<file path="src/rtl/irq_fold_pkg.sv">
package irq_fold_pkg;
  localparam int unsigned DATA_W = 32;
  localparam int unsigned BANK_SPAN = 16;
  typedef logic [DATA_W-1:0] word_t;

  typedef enum logic [3:0] {
    OFF_EVENTS = 4'h0,
    OFF_MASK   = 4'h4,
    OFF_CLEAR  = 4'h8,
    OFF_LEVELS = 4'hC
  } reg_off_e;

  function automatic word_t swap_bytes(input word_t w);
    return {w[7:0], w[15:8], w[23:16], w[31:24]};
  endfunction

  // fixed level-sensitive bitmap per bank
  function automatic word_t lvl_map_f(input int b);
    return (b == 1) ? 32'h1FF0_0000 : 32'h0000_0000;
  endfunction
endpackage

</file>
<file path="src/rtl/irq_fold_sync.sv">
module irq_fold_sync #(
  parameter int unsigned WIDTH  = 64,
  parameter int unsigned STAGES = 2
) (
  input  logic             clk_i,
  input  logic             rst_ni,
  input  logic [WIDTH-1:0] async_i,
  output logic [WIDTH-1:0] level_o,
  output logic [WIDTH-1:0] rise_o
);
  logic [WIDTH-1:0] stage_q [STAGES];
  logic [WIDTH-1:0] prev_q;

  always_ff @(posedge clk_i or negedge rst_ni) begin
    if (!rst_ni) begin
      for (int i = 0; i < STAGES; i++) stage_q[i] <= '0;
      prev_q <= '0;
    end else begin
      stage_q[0] <= async_i;
      for (int i = 1; i < STAGES; i++) stage_q[i] <= stage_q[i-1];
      prev_q <= stage_q[STAGES-1];
    end
  end

  assign level_o = stage_q[STAGES-1];
  assign rise_o  = stage_q[STAGES-1] & ~prev_q;
endmodule

</file>
<file path="src/rtl/irq_fold_bank.sv">
module irq_fold_bank
  import irq_fold_pkg::*;
#(
  parameter word_t LVL_MAP = '0
) (
  input  logic  clk_i,
  input  logic  rst_ni,
  input  word_t line_i,
  input  word_t rise_i,
  input  logic  mask_we_i,
  input  logic  clr_we_i,
  input  word_t wword_i,
  output word_t events_o,
  output word_t mask_o,
  output word_t levels_o,
  output logic  req_o
);
  word_t events_q, mask_q;
  word_t clr_bits, set_bits;

  assign clr_bits = clr_we_i ? (wword_i & ~LVL_MAP) : '0;
  assign set_bits = rise_i & ~LVL_MAP;

  always_ff @(posedge clk_i or negedge rst_ni) begin
    if (!rst_ni) begin
      events_q <= '0;
      mask_q   <= '0;
    end else begin
      events_q <= (events_q & ~clr_bits) | set_bits; // set wins
      if (mask_we_i) mask_q <= wword_i;
    end
  end

  assign events_o = events_q;
  assign mask_o   = mask_q;
  assign levels_o = line_i;
  assign req_o    = |((events_q | (line_i & LVL_MAP)) & mask_q);
endmodule

</file>
<file path="src/rtl/irq_fold_regif.sv">
module irq_fold_regif
  import irq_fold_pkg::*;
#(
  parameter int unsigned NUM_BANKS = 2,
  parameter int unsigned ADDR_W    = 12,
  parameter int unsigned BASE      = 16
) (
  input  logic                 clk_i,
  input  logic                 rst_ni,
  input  logic                 rd_i,
  input  logic                 wr_i,
  input  logic [ADDR_W-1:0]    addr_i,
  input  word_t                wdata_i,
  input  word_t                events_i [NUM_BANKS],
  input  word_t                mask_i   [NUM_BANKS],
  input  word_t                levels_i [NUM_BANKS],
  output logic [NUM_BANKS-1:0] mask_we_o,
  output logic [NUM_BANKS-1:0] clr_we_o,
  output word_t                wword_o,
  output word_t                rdata_o
);
  localparam int unsigned IDX_W = ADDR_W - 4;

  logic [ADDR_W-1:0]    rel_addr;
  logic [IDX_W-1:0]     bank_idx;
  logic [3:0]           reg_off;
  logic [NUM_BANKS-1:0] bank_sel;
  word_t                rd_word, rdata_q;

  assign rel_addr = addr_i - ADDR_W'(BASE);
  assign bank_idx = rel_addr[ADDR_W-1:4];
  assign reg_off  = rel_addr[3:0];
  assign wword_o  = swap_bytes(wdata_i);

  for (genvar b = 0; b < NUM_BANKS; b++) begin : g_dec
    assign bank_sel[b]  = (bank_idx == IDX_W'(b));
    assign mask_we_o[b] = wr_i && bank_sel[b] && (reg_off == OFF_MASK);
    assign clr_we_o[b]  = wr_i && bank_sel[b] && (reg_off == OFF_CLEAR);
  end

  always_comb begin
    rd_word = '0;
    for (int b = 0; b < NUM_BANKS; b++) begin
      if (bank_sel[b]) begin
        case (reg_off)
          OFF_EVENTS: rd_word = events_i[b];
          OFF_MASK:   rd_word = mask_i[b];
          OFF_LEVELS: rd_word = levels_i[b];
          default:    rd_word = '0;
        endcase
      end
    end
  end

  always_ff @(posedge clk_i or negedge rst_ni) begin
    if (!rst_ni)   rdata_q <= '0;
    else if (rd_i) rdata_q <= swap_bytes(rd_word);
  end

  assign rdata_o = rdata_q;
endmodule

</file>
<file path="src/rtl/irq_fold_ctrl.sv">
module irq_fold_ctrl
  import irq_fold_pkg::*;
#(
  parameter int unsigned NUM_BANKS   = 2,
  parameter int unsigned ADDR_W      = 12,
  parameter int unsigned SYNC_STAGES = 2,
  localparam int unsigned NUM_SRC    = NUM_BANKS * DATA_W
) (
  input  logic               clk_i,
  input  logic               rst_ni,
  input  logic [NUM_SRC-1:0] irq_src_i,
  input  logic               rd_i,
  input  logic               wr_i,
  input  logic [ADDR_W-1:0]  addr_i,
  input  logic [DATA_W-1:0]  wdata_i,
  output logic [DATA_W-1:0]  rdata_o,
  output logic               cpu_irq_o
);
  logic [NUM_SRC-1:0]   line_w, rise_w;
  word_t                events_w [NUM_BANKS];
  word_t                mask_w   [NUM_BANKS];
  word_t                levels_w [NUM_BANKS];
  logic [NUM_BANKS-1:0] req_w, mask_we_w, clr_we_w;
  word_t                wword_w;
  logic                 irq_q;

  irq_fold_sync #(.WIDTH(NUM_SRC), .STAGES(SYNC_STAGES)) u_sync (
    .clk_i   (clk_i),
    .rst_ni  (rst_ni),
    .async_i (irq_src_i),
    .level_o (line_w),
    .rise_o  (rise_w)
  );

  // sources map to banks in reverse order
  for (genvar b = 0; b < NUM_BANKS; b++) begin : g_bank
    localparam int unsigned SLICE = NUM_BANKS - 1 - b;
    irq_fold_bank #(.LVL_MAP(lvl_map_f(b))) u_bank (
      .clk_i     (clk_i),
      .rst_ni    (rst_ni),
      .line_i    (line_w[SLICE*DATA_W +: DATA_W]),
      .rise_i    (rise_w[SLICE*DATA_W +: DATA_W]),
      .mask_we_i (mask_we_w[b]),
      .clr_we_i  (clr_we_w[b]),
      .wword_i   (wword_w),
      .events_o  (events_w[b]),
      .mask_o    (mask_w[b]),
      .levels_o  (levels_w[b]),
      .req_o     (req_w[b])
    );
  end

  irq_fold_regif #(.NUM_BANKS(NUM_BANKS), .ADDR_W(ADDR_W), .BASE(BANK_SPAN)) u_regif (
    .clk_i     (clk_i),
    .rst_ni    (rst_ni),
    .rd_i      (rd_i),
    .wr_i      (wr_i),
    .addr_i    (addr_i),
    .wdata_i   (wdata_i),
    .events_i  (events_w),
    .mask_i    (mask_w),
    .levels_i  (levels_w),
    .mask_we_o (mask_we_w),
    .clr_we_o  (clr_we_w),
    .wword_o   (wword_w),
    .rdata_o   (rdata_o)
  );

  always_ff @(posedge clk_i or negedge rst_ni) begin
    if (!rst_ni) irq_q <= 1'b0;
    else         irq_q <= |req_w;
  end

  assign cpu_irq_o = irq_q;
endmodule

</file>
<file path="config.mk">
export PLATFORM = sky130hd
export DESIGN_NAME = irq_fold_ctrl
export DESIGN_NICKNAME = d
export VERILOG_FILES = /design/src/rtl/irq_fold_pkg.sv /design/src/rtl/irq_fold_sync.sv /design/src/rtl/irq_fold_bank.sv /design/src/rtl/irq_fold_regif.sv /design/src/rtl/irq_fold_ctrl.sv
export SDC_FILE = /design/constraint.sdc
export NUM_CORES = 1
export LEC_CHECK = 0
export CAP_MARGIN = 20
export CORE_ASPECT_RATIO = 1.5
export CORE_MARGIN = 2
export CORE_UTILIZATION = 60
export DETAILED_ROUTE_END_ITERATION = 8
export DONT_BUFFER_PORTS = 1
export PLACE_DENSITY = 0.76
export SYNTH_ARGS = -nofsm -noshare
export SYNTH_HDL_FRONTEND = slang
export SYNTH_SLANG_ARGS = --single-unit
</file>
<file path="constraint.sdc">
create_clock -name clk_i -period 4.4 [get_ports clk_i]
set_clock_uncertainty 0.2 [all_clocks]
set_input_delay 0.66 -clock clk_i [delete_from_list [all_inputs] [get_ports clk_i]]
set_output_delay 0.66 -clock clk_i [all_outputs]
set_load 0.02 [all_outputs]
</file>
# Word level (Yosys, flattened, before mapping)
# Index checks and enable logic that the tools add are counted.
[totals]
ff_bits = 353
in_bits = 112
output_inout_bits = 33
[op_classes]
n_addsub = 1
eq_ne = 4
mux = 6
bitwise = 11
n_reduce_logical = 9
[ops]
columns = ["cell", "n"]
rows = [
  ["32-bit one-hot mux with 3 select lines", 2],
  ["32-bit bitwise AND", 4],
  ["32-bit 2-to-1 mux", 4],
  ["64-bit bitwise AND", 1],
  ["32-bit inverter", 2],
  ["64-bit inverter", 1],
  ["32-bit OR", 2],
  ["64-bit OR reduction", 1],
  ["32-bit by 29-bit OR with 32-bit output", 1],
  ["12-bit by 5-bit subtractor with 12-bit output, second input constant", 1],
  ["4-bit equality test, second input constant", 2],
  ["8-bit by 1-bit equality test with 1-bit output, second input constant", 1],
  ["8-bit zero test", 1],
  ["1-bit logical AND", 6],
  ["4-bit by 3-bit equality test with 1-bit output, second input constant", 1],
  ["4-bit zero test", 1],
]

# Logic depth before layout (Yosys ltp)
# Gate-level depths: netlist of run 1.
[logic_depth]
depth_word = 8
depth_mapped = 6
depth_no_buf = 4

# Hierarchy
# Synthesis of run 1 repeated with hierarchy kept, for this count alone.
[hier_totals]
hier_cells = 1046
hier_area_um2 = 14460.1
[modules_own_cells]
columns = ["mod", "instances", "cells_per_inst", "area_per_inst_um2", "seq_area_each_um2"]
rows = [
  ["irq_fold_sync", 1, 320, 6165.9, 4804.6],
  ["irq_fold_regif", 1, 302, 3011.6, 800.8],
  ["irq_fold_bank (g_bank[0].u_bank)", 1, 220, 2755.1, 1601.5],
  ["irq_fold_bank (g_bank[1].u_bank)", 1, 202, 2496.1, 1376.3],
  ["irq_fold_ctrl", 1, 2, 31.3, 25.0],
]

# Worst setup path before layout of run 1
# No wires, ideal clock.
[synth_path]
path_kind = "input to register"
start = "input port addr_i[6]"
end = "register g_bank[0].u_bank.mask_q[10]"
setup_ps = 125
t_arrival_ps = 2151
path_slack_ps = 1924
cell_stages = 6
n_path_buf = 2
path_cell_list = "or4_4 -> or2_0 -> nand2b_1 -> buf_4 -> buf_6 -> mux2_4"
[synth_via]
elab_chain_len = 4
[synth_lines]
columns = ["item", "line_no", "text"]
rows = [
  ["start: declaration", "irq_fold_ctrl.sv:14", "input logic [ADDR_W-1:0] addr_i,"],
  ["12-bit by 5-bit subtractor with 12-bit output", "irq_fold_regif.sv:30", "assign rel_addr = addr_i - ADDR_W'(BASE);"],
  ["8-bit zero test", "irq_fold_regif.sv:36", "assign bank_sel[b] = (bank_idx == IDX_W'(b));"],
  ["1-bit logical AND (2 in a row)", "irq_fold_regif.sv:37", "assign mask_we_o[b] = wr_i && bank_sel[b] && (reg_off == OFF_MASK);"],
  ["end signal: assignment", "irq_fold_bank.sv:30", "if (mask_we_i) mask_q <= wword_i;"],
  ["end: declaration", "irq_fold_bank.sv:18", "word_t events_q, mask_q;"],
]
# Every way passes these cells.
# A chain may end at the register's enable or synchronous reset.

# Final worst setup path of run 1
[layout_path]
start = "input port addr_i[4]"
end = "register g_bank[1].u_bank.mask_q[23]"
[layout_via]
elab_chain_len = 4
[layout_lines]
columns = ["item", "line_no"]
rows = [
  ["12-bit by 5-bit subtractor with 12-bit output", "irq_fold_regif.sv:30"],
  ["8-bit by 1-bit equality test with 1-bit output", "irq_fold_regif.sv:36"],
  ["1-bit logical AND (2 in a row)", "irq_fold_regif.sv:37"],
  ["end signal: assignment", "irq_fold_bank.sv:30"],
  ["end: declaration", "irq_fold_bank.sv:18"],
]
# Every way passes these cells.

==> results.md, run 1 <==
- Layout Area Growth over Synthesis: 15.8%
- Clock insertion delay at the later pin of the skew report: 0.54 ns
- Crit path DAT: 2.93 ns
- Number of different library cells in the post-synthesis netlist: 25
- Clock H-tree levels: 1
- Final Max Slew Viols: 0
- Clk slew on worst S/H paths: 0.07 ns
- Number of max-capacitance violations reported: 0
- Number of buffers added on ports: 0
- Pin count of the biggest net entering global routing: 336
- Initial standard-cell utilization of the core: 60.9%
- Drt drc: 0
- I/O pin count: 145
- Routed wire per std cell: 24.9 um
- Die boundary width: 121 um
- Area of the die: 21800 um^2
- Starting DRC count in detailed routing: 608
- RSZ-0062 raised after global routing: false
- Via count of the first global-routing pass: 8061
- Data required, critical path: 4.62 ns
- Violated checks: hold timing
- TritonRoute pass-1 iters: 5
- Crit path capture type: flop
- Worst setup slack before clock tree synthesis: 1.13 ns
- First-pass GRT wire length: 46400 um
- Number of buffers and inverters on the critical path: 1
- Number of inserted filler cells in the final layout: 1333
- Cell leakage power: 6.65 nW
- Endpoint of the worst-slack reg-to-reg timing path: cpu_irq_o
- Cells traversed along the worst timing path: or4b_1 > nor2_1 > nand2_1 > buf_4 > mux2_2
- CORE AREA: 20300 um^2
- Share of post-route cells with drive strength above 1: 19.7%
- Fin crit period: 2.70 ns
- Maximum clock frequency: 0.370 GHz
- Headroom to the max-slew limit: 25.6%
- Outcome: complete, but fails checks
- CTS tree: done
- Via count: 7341
- Average footprint of a synthesized cell: 14.7 um^2
- Weighted congestion at the end of routability-driven global placement: 0.824
- Cell Area, Synth: 12300 um^2
- Half-perimeter wire length of the detailed placement result: 17900 um
- Setup_tns: 0 ns
- Crit path max-delay family: simple AND/OR/NAND/NOR gates
- Hold slack: -0.396 ns
- Syn_nets: 953
- Number of nets in the layout: 1017
- Area occupied by multi-input gates: 3600 um^2
- Class of the worst hold path: primary input to async pin
- TritonCTS sink count: 335
- Cell count after synthesis: 841
- R2R cell count: 4
- Remaining global-route overflow: 0
- Number of synthesis warnings: 0
- Global-route total usage across every layer: 27.9%
- Highest net fanout along the worst path: 20
- Die outline height: 180 um
- Tcrit/Tclk final: 61.5%
- Largest vdd supply drop: 488 uV
- Via density: 6.16
- Storage cell area: 8380 um^2
- Floorplan row count: 64
- N_diodes: 0
- Kind of critical path: primary input to flop
- Remaining antenna violation count: 0
- Initial antenna violation count: 0
- Post-CTS repair timing setup buffer count: 0
- Peak per-stage delay on the critical path: 0.68 ns
- Sum of routed wire length over all layers: 29700 um
- Slew at the pin closest to its max-slew limit: 1.11 ns
- Cell chosen for the clock root: sky130_fd_sc_hd__clkbuf_16
- Power density over the cells: 433 nW/um^2
- CTS-repair resized insts: 0
- Sequential fraction of the synthesis area: 67.9%
- Worst reg2reg startpoint: g_bank[0].u_bank.events_o[28]
- TritonCTS buffer count: 30
- Slowest cell on the critical path: sky130_fd_sc_hd__nand2_1
- Number of hold-slack violations in the final timing report: 335
- Finish-stage setup viols: 0
- Final WS setup: 1.70 ns
- Post-Route Utilization: 70.5%
- Number of hold buffers added after CTS: 64
- Number of buffers between clock root and the deepest sink: 3
- Flop-to-flop setup slack: 2.31 ns
- Yosys reg bits: 335
- Category of the worst setup path launch point: primary input
state kept, by name, summed over array words and instances (netlist names):
| signal | count |
|---|---|
| cpu_irq_o | 1 |
| u_sync.stage_q | 64 |
| u_sync.level_o | 64 |
| u_regif.rdata_o | 32 |
| g_bank.u_bank.mask_o | 64 |
| g_bank.u_bank.events_o | 55 |
| u_sync.prev_q | 55 |
layout make-up:
cell class,count,area share [%]
clock inverter,17,1.66
clock buffer,38,5.89
inverter,56,1.47
multi-input combinational,411,25.2
tap,264,2.31
sequential,335,58.7
timing repair buffer,71,4.85
cells in the final DEF (no fill, tap or decap), drive strengths merged:
cell type	synthesis	final
nor4	2	2
or4	2	2
o221ai	32	32
nand4	6	6
nor2	3	3
nand2b	34	34
dfrtp	335	335
a22o	71	71
mux2i	9	9
clkinvlp	0	1
or2	1	1
dlygate4sd3	0	64
or4b	3	3
a221oi	16	16
mux2	119	119
buf	23	7
nand4b	1	1
bufinv	0	6
nand2	56	56
inv	56	56
and4b	1	1
clkbuf	16	38
a22oi	55	55
clkinv	0	10
per-stage QoR:
stage	std cells	total power [mW]	area, um^2	hold slack [ns]
6_report	1192	6.19	14300	-0.396
5_1_grt	1192	6.38	14300	-0.419
4_1_cts	1192	6.23	14300	-0.405
3_5_place_dp	1073	3.39	12600	0.135
3_3_place_gp	1073	3.38	12600	0.132
2_1_floorplan	841	3.37	12300	0.131
synth_stat cells (all sizes together):
cell    number  area share (%)
nand4b       1           0.071
inv         56             1.7
nor4         2            0.20
mux2       119              12
a22o        71             5.0
or4b         3            0.24
or2          1           0.051
nor2         3           0.091
a221oi      16             1.1
nand2       56             1.7
mux2i        9            0.73
buf         23             1.0
and4b        1           0.081
nand2b      34             1.7
o221ai      32             2.3
nand4        6            0.30
a22oi       55             3.3
or4          2            0.15
dfrtp      335              68
clkbuf      16            0.49
logic make-up after synthesis:
| family | share of synthesized area [%] |
|---|---|
| muxes | 12.5 |
| buffers and inverters | 3.19 |
| and+or+nand+nor | 4.62 |
| AOI/OAI and AO/OA | 11.8 |
| DFF | 67.9 |
metal layers:
| metal | global-route usage [%] | vias to the layer above | wire (um) |
|---|---|---|---|
| met5 | 0 | - | 0 |
| met4 | 11.3 | 0 | 1210 |
| met3 | 5.68 | 76 | 1810 |
| met2 | 49.2 | 283 | 15800 |
| met1 | 33.1 | 3817 | 10900 |
| li1 | - | 3165 | - |
worst max path at each step:
stage               slack [ns]      start                           to  cells past startpoint
finish                    1.70  addr_i[4]  g_bank[1].u_bank.mask_o[23]                      5
global route              1.66  addr_i[4]   g_bank[1].u_bank.mask_o[0]                      5
CTS                       1.71  addr_i[4]  g_bank[1].u_bank.mask_o[23]                      5
detailed placement        1.13  addr_i[4]  g_bank[1].u_bank.mask_o[23]                      5
global placement          1.21  addr_i[4]  g_bank[1].u_bank.mask_o[25]                      5
floorplan                 1.92  addr_i[6]  g_bank[0].u_bank.mask_o[10]                      6
power by group:
part	internal, mW	leakage [nW]	switching, mW
sequential	3.17	3.97	0.0522
combinational	0.105	2.14	0.0571
clock	1.70	0.538	1.11
Power figures use the tool's default switching activity.
==> inputs of run 2 (changes only) <==
==> constraint.sdc (replaced) <==
create_clock -name clk_i -period 2.65 [get_ports clk_i]
set_clock_uncertainty 0.2 [all_clocks]
set_input_delay 0.3975 -clock clk_i [delete_from_list [all_inputs] [get_ports clk_i]]
set_output_delay 0.3975 -clock clk_i [all_outputs]
set_load 0.02 [all_outputs]
==> run 2 against run 1 <==
Non-clock buffer count is 40 higher; critical endpoint is now u_regif.rdata_o[6]; first-iteration DRC count rose by 13%; the run still ends with hold timing left; sequential share of layout area shrank 1.4 points; final cell count rose by 3.0%.
==> results.md, run 2 (same netlist as run 1, synthesis figures left out) <==
- Outcome: complete, but fails checks
- Violated checks: hold timing
- Number of hold buffers added after CTS: 102
- Data required, critical path: 2.92 ns
- Number of buffers between clock root and the deepest sink: 3
- Share of post-route cells with drive strength above 1: 18.6%
- Crit path DAT: 2.64 ns
- Storage cell area: 8380 um^2
- Starting DRC count in detailed routing: 684
- Initial standard-cell utilization of the core: 60.9%
- Drt drc: 0
- Cell chosen for the clock root: sky130_fd_sc_hd__clkbuf_16
- Number of buffers added on ports: 0
- Remaining global-route overflow: 0
- Area occupied by multi-input gates: 3600 um^2
- Crit path launch: addr_i[5]
- RSZ-0062 raised after global routing: false
- Number of max-capacitance violations reported: 0
- Headroom to the max-slew limit: 57.8%
- Most common cell after layout, fill and taps aside: sky130_fd_sc_hd__dfrtp_1
- Kind of critical path: primary input to flop
- Flop-to-flop setup slack: 0.51 ns
- First-pass GRT wire length: 47800 um
- R2R cell count: 4
- Clk slew on worst S/H paths: 0.07 ns
- Routed wire per std cell: 24.9 um
- Setup_tns: 0 ns
- Area of the die: 21800 um^2
- CTS-repair resized insts: 0
- Tcrit/Tclk final: 89.3%
- Clock insertion delay at the later pin of the skew report: 0.53 ns
- Endpoint of the worst-slack reg-to-reg timing path: cpu_irq_o
- Crit path capture type: flop
- Power density over the cells: 684 nW/um^2
- Worst reg2reg startpoint: g_bank[0].u_bank.events_o[28]
- Die boundary width: 121 um
- Number of inserted filler cells in the final layout: 1276
- Finish-stage setup viols: 0
- Post-Layout Inst Area: 14600 um^2
- Clock H-tree levels: 1
- Fin crit period: 2.37 ns
- Via count of the first global-routing pass: 8431
- Post-Place Cell Area: 12600 um^2
- Category of the worst setup path launch point: primary input
- Number of hold-slack violations in the final timing report: 335
- Global-route total usage across every layer: 28.7%
- CORE AREA: 20300 um^2
- Die outline height: 180 um
- Cell leakage power: 6.78 nW
- Commonest cells after routing, fill and taps aside: sky130_fd_sc_hd__dfrtp_1 (335), sky130_fd_sc_hd__dlygate4sd3_1 (100), sky130_fd_sc_hd__mux2_2 (89), sky130_fd_sc_hd__a22o_1 (71)
- Layout Area Growth over Synthesis: 18.6%
- Class of the worst hold path: primary input to async pin
- Final Max Slew Viols: 0
- Via density: 6.18
- Largest vdd supply drop: 696 uV
- TritonCTS sink count: 335
- Highest net fanout along the worst path: 32
- CTS tree: done
- Hold slack: -0.647 ns
- TritonRoute pass-1 iters: 5
- Remaining antenna violation count: 0
- Slew at the pin closest to its max-slew limit: 0.631 ns
- Half-perimeter wire length of the detailed placement result: 17900 um
- Weighted congestion at the end of routability-driven global placement: 0.846
- Sum of routed wire length over all layers: 30600 um
- Initial antenna violation count: 1
- Maximum clock frequency: 0.423 GHz
- Pin count of the biggest net entering global routing: 336
- Total chip power: 10.0 mW
- TritonCTS buffer count: 29
- Via count: 7583
- Number of nets in the layout: 1056
- Post-CTS repair timing setup buffer count: 0
- Floorplan row count: 64
- I/O pin count: 145
## run 2: changes by cell type in the layout (fill, tap and decap cells not counted), sizes merged
cell,before,now
diode,0,1
clkinv,10,5
clkbuf,38,39
buf,7,11
bufinv,6,4
dlygate4sd3,64,100
clkinvlp,1,2
## run 2: through the flow
step / utilization, % / cells / setup WS [ns]
2_1_floorplan: - / 841 / 0.437
3_3_place_gp: 62.3 / 1075 / 0.363
3_5_place_dp: 62.3 / 1075 / 0.332
4_1_cts: 72.2 / 1227 / 0.419
5_1_grt: 72.3 / 1228 / 0.272
6_report: 72.3 / 1228 / 0.285
## run 2: how the worst max path moves through the flow
stage | endpoint | slack (ns) | cells after the start
floorplan | g_bank[0].u_bank.mask_o[10] | 0.44 | 6
global placement | g_bank[0].u_bank.mask_o[8] | 0.36 | 5
detailed placement | g_bank[0].u_bank.mask_o[23] | 0.33 | 5
CTS | u_regif.rdata_o[1] | 0.42 | 6
global route | u_regif.rdata_o[6] | 0.27 | 6
finish | u_regif.rdata_o[6] | 0.28 | 6
## run 2: critical path: stages
cell	delay (ns)
sky130_fd_sc_hd__or4b_1	0.60
sky130_fd_sc_hd__or2_0	0.27
sky130_fd_sc_hd__nand4b_1	0.20
sky130_fd_sc_hd__buf_4	0.32
sky130_fd_sc_hd__o221ai_1	0.27
sky130_fd_sc_hd__dlygate4sd3_1	0.58
## run 2: area by class of cell
cell class | count | share of cell area (%)
timing repair buffer | 111 | 7.88
antenna | 1 | 0.0171
clock inverter | 11 | 1.09
clock buffer | 39 | 5.49
sequential | 335 | 57.3
multi-input combinational | 411 | 24.6
tap | 264 | 2.26
inverter | 56 | 1.44
## run 2: power breakdown
part,internal [mW],switching [mW]
Sequential,5.26,0.0883
Clock,2.50,1.79
Combinational,0.217,0.158
## run 2: layer usage
layer,up-vias,part of all wire [%],track usage (%)
met4,0,4.2,13.2
met1,3941,37,35.5
met3,84,6.6,5.36
li1,3242,-,-
met5,-,0,0
met2,316,52,48.7
==> inputs of run 3 (changes only) <==
--- a/config.mk
+++ b/config.mk
@@ -9,8 +9,10 @@
 export CORE_ASPECT_RATIO = 1.5
 export CORE_MARGIN = 2
 export CORE_UTILIZATION = 60
+export CTS_BUF_LIST = sky130_fd_sc_hd__clkbuf_8
 export DETAILED_ROUTE_END_ITERATION = 8
 export DONT_BUFFER_PORTS = 1
+export MAX_ROUTING_LAYER = met4
 export PLACE_DENSITY = 0.76
 export SYNTH_ARGS = -nofsm -noshare
 export SYNTH_HDL_FRONTEND = slang
==> run 3 against run 2 <==
The run still ends with hold timing left; maximum frequency rose by 3.3%; global-route usage grew 1.3 points; sequential share of layout area decreased by 0.21 points; clock power is essentially flat; critical endpoint unchanged; non-clock buffer count decreased by 2; utilization rose by 0.27 points; die area did not move; flip-flop and latch count stayed put; routed wire length increased by 0.51%; count of clock-buffer cells in the layout up 26; highest routed layer unchanged; design area is 0.38% higher.
==> results.md, run 3 (same netlist as run 1, synthesis figures left out) <==
- Commonest cells after routing, fill and taps aside: sky130_fd_sc_hd__dfrtp_1 (335), sky130_fd_sc_hd__dlygate4sd3_1 (98), sky130_fd_sc_hd__mux2_2 (89), sky130_fd_sc_hd__a22o_1 (71), sky130_fd_sc_hd__inv_1 (69)
- Die boundary width: 121 um
- RSZ-0062 raised after global routing: false
- R2R cell count: 4
- Maximum clock frequency: 0.437 GHz
- Area of the die: 21800 um^2
- Share of post-route cells with drive strength above 1: 20.9%
- Endpoint of the worst-slack reg-to-reg timing path: cpu_irq_o
- Cell leakage power: 6.88 nW
- Highest net fanout along the worst path: 32
- Number of inserted filler cells in the final layout: 1295
- Slew at the pin closest to its max-slew limit: 0.930 ns
- TritonRoute pass-1 iters: 5
- Clock insertion delay at the later pin of the skew report: 0.56 ns
- Post-Place Cell Area: 12600 um^2
- Largest vdd supply drop: 679 uV
- TritonCTS sink count: 335
- Layout Area Growth over Synthesis: 19.0%
- Via density: 6.13
- Setup_tns: 0 ns
- Final WS setup: 0.361 ns
- Remaining antenna violation count: 0
- Tcrit/Tclk final: 86.4%
- Fin crit period: 2.29 ns
- Half-perimeter wire length of the detailed placement result: 17900 um
- Clock H-tree levels: 2
- Headroom to the max-slew limit: 38.0%
- Pin count of the biggest net entering global routing: 336
- Category of the worst setup path launch point: primary input
- Flop-to-flop setup slack: 0.51 ns
- Hold slack: -0.656 ns
- Via count: 7738
- Number of max-capacitance violations reported: 0
- Crit path DAT: 2.59 ns
- First-pass GRT wire length: 48200 um
- Weighted congestion at the end of routability-driven global placement: 0.860
- Number of nets in the layout: 1072
- Post-CTS repair timing setup buffer count: 0
- Crit path capture type: flop
- Initial standard-cell utilization of the core: 60.9%
- Global-route total usage across every layer: 30.0%
- Data required, critical path: 2.95 ns
- CORE AREA: 20300 um^2
- Sum of routed wire length over all layers: 30700 um
- TritonCTS buffer count: 47
- CTS-repair resized insts: 0
- Finish-stage setup viols: 0
- Drt drc: 0
- Power density over the cells: 681 nW/um^2
- Outcome: complete, but fails checks
- Worst reg2reg startpoint: g_bank[0].u_bank.mask_o[28]
- Cell chosen for the clock root: sky130_fd_sc_hd__clkbuf_8
- Number of buffers added on ports: 0
- CTS tree: done
- Floorplan row count: 64
- Worst setup slack before clock tree synthesis: 0.332 ns
- Number of buffers between clock root and the deepest sink: 3
- Kind of critical path: primary input to flop
- Initial antenna violation count: 1
- Post-Layout Inst Area: 14700 um^2
- Number of hold buffers added after CTS: 100
- Most common cell after layout, fill and taps aside: sky130_fd_sc_hd__dfrtp_1
- Remaining global-route overflow: 0
- Class of the worst hold path: primary input to async pin
- Final Max Slew Viols: 0
- Number of hold-slack violations in the final timing report: 335
- Routed wire per std cell: 24.3 um
- Die outline height: 180 um
- I/O pin count: 145
- Via count of the first global-routing pass: 8554
- Violated checks: hold timing
- Clk slew on worst S/H paths: 0.07 ns
- Starting DRC count in detailed routing: 707
run 3: changes by cell type in the layout (fill, tap and decap cells not counted), sizes merged:
cell | previous run | this run
clkinv | 5 | 4
inv | 56 | 69
dlygate4sd3 | 100 | 98
clkbuf | 39 | 65
bufinv | 4 | 2
run 3: area by class of cell:
class,count,area (um^2),share of cell area [%]
clock inverters,21,144,0.979
flip-flops and latches,335,8380,57.1
well taps,264,330,2.25
clock buffers,65,895,6.09
inverters,56,210,1.43
multi-input cells,411,3600,24.5
diodes,1,2.50,0.0170
repair buffers,109,1130,7.71
run 3: metrics by stage:
stage / util [%] / cells / total power [mW]
finish: 72.5 / 1262 / 10.0
detailed placement: 62.3 / 1075 / 5.64
floorplan: - / 841 / 5.60
CTS: 72.5 / 1261 / 10.1
global route: 72.5 / 1262 / 10.3
global placement: 62.3 / 1075 / 5.62
run 3: worst max path at each step:
stage | from | to | slack [ns] | cells past startpoint
after floorplan | addr_i[6] | g_bank[0].u_bank.mask_o[10] | 0.44 | 6
after global placement | addr_i[6] | g_bank[0].u_bank.mask_o[8] | 0.36 | 5
after detailed placement | addr_i[5] | g_bank[0].u_bank.mask_o[23] | 0.33 | 5
after CTS | addr_i[5] | u_regif.rdata_o[6] | 0.46 | 6
after global routing | addr_i[5] | u_regif.rdata_o[6] | 0.34 | 6
final | addr_i[5] | u_regif.rdata_o[6] | 0.36 | 6
run 3: worst max-delay path: stages:
cell                            delay, ns
sky130_fd_sc_hd__or4b_1              0.59
sky130_fd_sc_hd__or2_0               0.26
sky130_fd_sc_hd__nand4b_1            0.18
sky130_fd_sc_hd__buf_4               0.31
sky130_fd_sc_hd__o221ai_1            0.26
sky130_fd_sc_hd__dlygate4sd3_1       0.57
run 3: metal layers:
layer / part of all wire, % / global-route usage, % / wire length, um / vias up
met5: 0 / - / 0 / -
met4: 4.9 / 13.9 / 1510 / 0
met3: 7.0 / 5.55 / 2140 / 95
met2: 52 / 48.8 / 16000 / 360
met1: 36 / 36.3 / 11100 / 3989
li1: - / - / - / 3294
run 3: power by group:
part | total (mW) | internal, mW | leakage [nW] | switching (mW)
combinational | 0.373 | 0.216 | 2.33 | 0.158
clock | 4.28 | 2.38 | 0.581 | 1.90
sequential | 5.35 | 5.26 | 3.97 | 0.0885
total | 10.0 | 7.86 | 6.88 | 2.15
